--- src/rtl/rxwake_pkg.sv ---
package rxwake_pkg;

  typedef enum logic {
    ST_AWAKE  = 1'b0,
    ST_ASLEEP = 1'b1
  } sleep_st_e;

  // Bit times in one frame: start + data + stop.
  function automatic int unsigned frame_bits(input logic long_fmt, input int unsigned data_w);
    return long_fmt ? (data_w + 2) : (data_w + 1);
  endfunction

  // Index of the address-tag bit for the selected format.
  function automatic int unsigned tag_index(input logic long_fmt, input int unsigned data_w);
    return long_fmt ? (data_w - 1) : (data_w - 2);
  endfunction

endpackage

--- src/rtl/rxwake_idle_timer.sv ---
module rxwake_idle_timer
  import rxwake_pkg::*;
#(
  parameter int unsigned DATA_W = 9,
  parameter int unsigned CNT_W  = 4
) (
  input  logic             clk,
  input  logic             rst,
  input  logic             restart,
  input  logic             long_fmt,
  input  logic             tick,
  input  logic             line,
  output logic [CNT_W-1:0] quiet_cnt,
  output logic             quiet_hit
);

  localparam int unsigned LIM_S = frame_bits(1'b0, DATA_W);
  localparam int unsigned LIM_L = frame_bits(1'b1, DATA_W);
  localparam logic [CNT_W:0] LIM_S_V = (CNT_W+1)'(LIM_S);
  localparam logic [CNT_W:0] LIM_L_V = (CNT_W+1)'(LIM_L);
  localparam logic [CNT_W-1:0] CAP_V = CNT_W'(LIM_L);

  logic [CNT_W-1:0] cnt_q;
  logic [CNT_W:0]   cnt_inc;
  logic [CNT_W:0]   limit;

  assign limit   = long_fmt ? LIM_L_V : LIM_S_V;
  assign cnt_inc = {1'b0, cnt_q} + 1'b1;

  always_ff @(posedge clk) begin
    if (rst || restart) begin
      cnt_q <= '0;
    end else if (!line) begin
      cnt_q <= '0;
    end else if (tick && (cnt_q < CAP_V)) begin
      cnt_q <= cnt_q + 1'b1;
    end
  end

  assign quiet_cnt = cnt_q;
  assign quiet_hit = line && tick && !restart && (cnt_inc >= limit);

endmodule

--- src/rtl/rxwake_addr_detect.sv ---
module rxwake_addr_detect
  import rxwake_pkg::*;
#(
  parameter int unsigned DATA_W = 9
) (
  input  logic              char_done,
  input  logic [DATA_W-1:0] char_data,
  input  logic              long_fmt,
  output logic              tag_seen
);

  localparam int unsigned IDX_S = tag_index(1'b0, DATA_W);
  localparam int unsigned IDX_L = tag_index(1'b1, DATA_W);

  logic tag_bit;

  assign tag_bit  = long_fmt ? char_data[IDX_L] : char_data[IDX_S];
  assign tag_seen = char_done && tag_bit;

endmodule

--- src/rtl/rxwake_sleep_state.sv ---
module rxwake_sleep_state
  import rxwake_pkg::*;
(
  input  logic clk,
  input  logic rst,
  input  logic sleep_req,
  input  logic tag_mode,
  input  logic quiet_hit,
  input  logic tag_seen,
  input  logic char_done,
  output logic asleep,
  output logic wake_quiet,
  output logic wake_tag,
  output logic deliver
);

  sleep_st_e st_q, st_d;

  assign asleep     = (st_q == ST_ASLEEP);
  assign wake_quiet = asleep && !tag_mode && quiet_hit;
  assign wake_tag   = asleep && tag_mode && tag_seen;

  always_comb begin
    st_d = st_q;
    if (sleep_req) begin
      st_d = ST_ASLEEP;
    end else if (wake_quiet || wake_tag) begin
      st_d = ST_AWAKE;
    end
  end

  always_ff @(posedge clk) begin
    if (rst) begin
      st_q <= ST_AWAKE;
    end else begin
      st_q <= st_d;
    end
  end

  assign deliver = char_done && (!asleep || wake_tag);

endmodule

--- src/rtl/rxwake_ctrl.sv ---
module rxwake_ctrl
  import rxwake_pkg::*;
#(
  parameter int unsigned DATA_W = 9
) (
  input  logic              clk,
  input  logic              rst,
  input  logic              sleep_req_i,
  input  logic              wake_sel_i,
  input  logic              long_fmt_i,
  input  logic              bit_tick_i,
  input  logic              rx_line_i,
  input  logic              char_done_i,
  input  logic [DATA_W-1:0] char_data_i,
  output logic              sleeping_o,
  output logic              char_valid_o
);

  localparam int unsigned CNT_W = $clog2(frame_bits(1'b1, DATA_W) + 1);

  logic [CNT_W-1:0] quiet_cnt;
  logic             quiet_hit;
  logic             tag_seen;
  logic             wake_quiet;
  logic             wake_tag;

  rxwake_idle_timer #(.DATA_W(DATA_W), .CNT_W(CNT_W)) u_timer (
    .clk       (clk),
    .rst       (rst),
    .restart   (sleep_req_i),
    .long_fmt  (long_fmt_i),
    .tick      (bit_tick_i),
    .line      (rx_line_i),
    .quiet_cnt (quiet_cnt),
    .quiet_hit (quiet_hit)
  );

  rxwake_addr_detect #(.DATA_W(DATA_W)) u_tag (
    .char_done (char_done_i),
    .char_data (char_data_i),
    .long_fmt  (long_fmt_i),
    .tag_seen  (tag_seen)
  );

  rxwake_sleep_state u_state (
    .clk        (clk),
    .rst        (rst),
    .sleep_req  (sleep_req_i),
    .tag_mode   (wake_sel_i),
    .quiet_hit  (quiet_hit),
    .tag_seen   (tag_seen),
    .char_done  (char_done_i),
    .asleep     (sleeping_o),
    .wake_quiet (wake_quiet),
    .wake_tag   (wake_tag),
    .deliver    (char_valid_o)
  );

endmodule

--- config.mk ---
export PLATFORM = sky130hd
export DESIGN_NAME = rxwake_ctrl
export DESIGN_NICKNAME = d
export VERILOG_FILES = /design/src/rtl/rxwake_pkg.sv /design/src/rtl/rxwake_idle_timer.sv /design/src/rtl/rxwake_addr_detect.sv /design/src/rtl/rxwake_sleep_state.sv /design/src/rtl/rxwake_ctrl.sv
export SDC_FILE = /design/constraint.sdc
export NUM_CORES = 1
export LEC_CHECK = 0
export ABC_AREA = 1
export BUFFER_PORTS_ARGS = -buffer_cell sky130_fd_sc_hd__clkbuf_2
export CAP_MARGIN = 15
export CELL_PAD_IN_SITES_DETAIL_PLACEMENT = 0
export CELL_PAD_IN_SITES_GLOBAL_PLACEMENT = 1
export CORE_MARGIN = 2
export CORE_UTILIZATION = 25
export CTS_CLUSTER_DIAMETER = 50
export CTS_CLUSTER_SIZE = 12
export DETAILED_ROUTE_END_ITERATION = 7
export PLACE_DENSITY_LB_ADDON = 0.15
export SLEW_MARGIN = 5
export SYNTH_ARGS = -nofsm -noshare
export SYNTH_HDL_FRONTEND = slang
export SYNTH_HIERARCHICAL = 1
export SYNTH_SLANG_ARGS = --single-unit
export TNS_END_PERCENT = 1
--- constraint.sdc ---
create_clock -name clk -period 1.3 [get_ports clk]
set_input_delay 0.065 -clock clk [delete_from_list [all_inputs] [get_ports clk]]
set_output_delay 0.065 -clock clk [all_outputs]
set_load 0.1 [all_outputs]
==> results.py <==
metrics = {
    "die": {
        "placementRows": 14,
        "core-area_mm2": 0.00147,
        "dieHeight_um": 43.1,
        "die_w_um": 43.1,
        "io_pins": 19,
        "initial_core_util_pct": 25.9,
        "floorplan.die_area_mm2": 0.00186,
    },
    "grt": {
        "grt_pass1_wl_um": 1500,
        "grt_max_degree": 7,
        "antenna_found_initial": 0,
        "grt_use_met2_pct": 17.0,
        "grt_util_met1_pct": 12.6,
        "grt-busiest-layer": "met2",
        "gr-total-overflow": 0,
        "grt.met3_usage_pct": 3.40,
        "groute.usage.overall_pct": 11.1,
        "grt_pass1_vias": 372,
    },
    "finish": {
        "stdcell_count": 95,
        "antenna_cells": 0,
        "fillers": 171,
        "area_delta_synth_final_pct": 50.2,
        "drive_gt1_share_pct": 43.0,
        "final_area_um2": 573,
        "final_nets": 99,
    },
    "placed_design": {
        "io_buffers": 11,
        "place_ws_ns": 0.0188,
        "hpwl_um": 653,
        "dp.cells": 91,
        "placed_area_um2": 522,
        "routabilityCongestion": 0.665,
    },
    "timing": {
        "finalClockSkew_ns": 0.00716,
        "period_share_pct": 97.8,
        "setup_viol": 0,
        "layout_min_cycle_time_ns": 1.27,
        "rsz0062_at_grt": "true",
        "drv_slew": 0,
        "tightest_slew_ns": 0.538,
        "slew_headroom_pct": 64.3,
        "clock.fmax_mhz": 787,
        "setup_ws_ns": 0.0288,
        "tns_ns": 0,
        "hold_viol": 0,
    },
    "setup_path": {
        "reg2reg_depth": 10,
        "r2r_setup_slack_ns": 0.03,
        "start_kind": "flip-flop",
        "crit_type": "flip-flop to flip-flop",
        "cp-startpoint": "u_timer/quiet_cnt[0]",
        "regToRegEndpoint": "u_state/asleep",
        "cp-end-kind": "flip-flop",
        "cp.required_ns": 1.44,
        "reg2reg_from": "u_timer/quiet_cnt[0]",
        "crit_path_max_fanout": 4,
        "arrival_ns": 1.41,
        "crit_end": "u_state/asleep",
    },
    "clock_network": {
        "cts_sinks": 5,
        "cts-root-buf": "clkbuf_4",
        "hold_buffers": 0,
        "clk_pin_slew_worst_paths_ns": 0.05,
        "cts_buffer_depth": 2,
        "clk_latency_ns": 0.24,
        "cts_tree": "done",
        "post_cts_buffers": 0,
        "cts_buffers": 3,
        "ctsResizeCount": 0,
        "cts-htree-levels": 1,
    },
    "route": {
        "wl_per_cell_um": 8.47,
        "vias": 401,
        "vias_per_cell": 4.22,
        "ant_nets": 0,
        "wl_um": 805,
        "drt-initial-drc-count": 2,
        "drc": 0,
        "dr.pass1.iters": 2,
    },
    "power": {
        "cellLeakagePower_nw": 0.275,
        "power.share.switching_pct": 31.9,
        "intPower_mw": 0.321,
        "vdd_drop_max_uv": 314,
        "combPwrFrac_pct": 26.0,
        "power_density_mw_per_mm2": 821,
        "pwr-share-clk_pct": 39.1,
        "power.switching_mw": 0.150,
        "power_frac_seq_pct": 34.9,
    },
    "synthesis": {
        "synth.cell_area_um2": 382,
        "syn_inst": 59,
        "synth_warnings": 6,
        "avgSynthCellArea_um2": 6.47,
        "syn-num-nets": 78,
    },
    "flow_run": {
        "cap_violations": 0,
    },
    "outcome": {
        "status": "complete, no violations",
    },
    "hold_path": {
        "hp-class": "primary input to flip-flop",
    },
}
[power by group through the flow]
stage               logic (mW)  clock network (mW)  registers [mW]
finish                   0.122               0.184           0.164
global route             0.135               0.205           0.165
CTS                      0.121               0.194           0.165
detailed placement       0.120                   0           0.167
global placement         0.120                   0           0.167
floorplan               0.0602                   0           0.184
[layout by cell type (no fill, tap or decap), drive strengths merged]
cell type / count
dfxtp: 5
nand2: 19
buf: 6
nor2: 12
a21oi: 3
nor3: 1
ha: 2
clkbuf: 14
nand4: 1
a21boi: 1
o21ai: 2
inv: 10
nand3: 3
[metrics by stage]
| stage | power [mW] | utilization [%] | hold slack, ns |
|---|---|---|---|
| after floorplan | 0.244 | - | 0.120 |
| after global placement | 0.288 | 35.5 | 0.280 |
| after detailed placement | 0.288 | 35.5 | 0.272 |
| after CTS | 0.479 | 37.2 | 0.0140 |
| after global routing | 0.506 | 38.9 | 0.0204 |
| final | 0.471 | 38.9 | 0.0186 |
[cell type report]
| class | instances | area (µm²) | area share [%] |
|---|---|---|---|
| multi-input combinational | 44 | 277 | 48.3 |
| timing repair buffer | 16 | 108 | 18.8 |
| sequential | 5 | 105 | 18.3 |
| inverter | 10 | 37.5 | 6.55 |
| clock buffer | 4 | 26.3 | 4.59 |
| tap | 16 | 20.0 | 3.49 |
[critical path, cell delays in order, from the launching register on]
cell and delay [ns]:
dfxtp_4 0.36, ha_4 0.26, inv_2 0.02, nand2_1 0.04, nand2_1 0.05, nand2_1 0.05
nand2_1 0.06, a21oi_2 0.13, nand3_1 0.07, nand2_1 0.08, a21oi_2 0.05
[registers in the layout (all words and copies together), names as in the netlist]
signal             cells
u_timer/quiet_cnt      4
u_state/asleep         1
[worst min path at each step]
stage | startpoint | endpoint | slack (ns) | cells after the start
after floorplan | rst | u_state/asleep | 0.12 | 1
after global placement | rst | u_state/asleep | 0.28 | 2
after detailed placement | rst | u_state/asleep | 0.27 | 2
after CTS | rst | u_state/asleep | 0.01 | 2
after global routing | rst | u_state/asleep | 0.02 | 2
final | rst | u_state/asleep | 0.02 | 2
[layer usage]
metal / wire [µm] / share of wire [%] / vias up
li1: - / - / 224
met1: 355 / 44 / 167
met2: 393 / 49 / 8
met3: 43 / 5.3 / 2
met4: 12 / 1.5 / 0
met5: 0 / 0 / -
No activity file was read; power rests on OpenSTA's default activity.
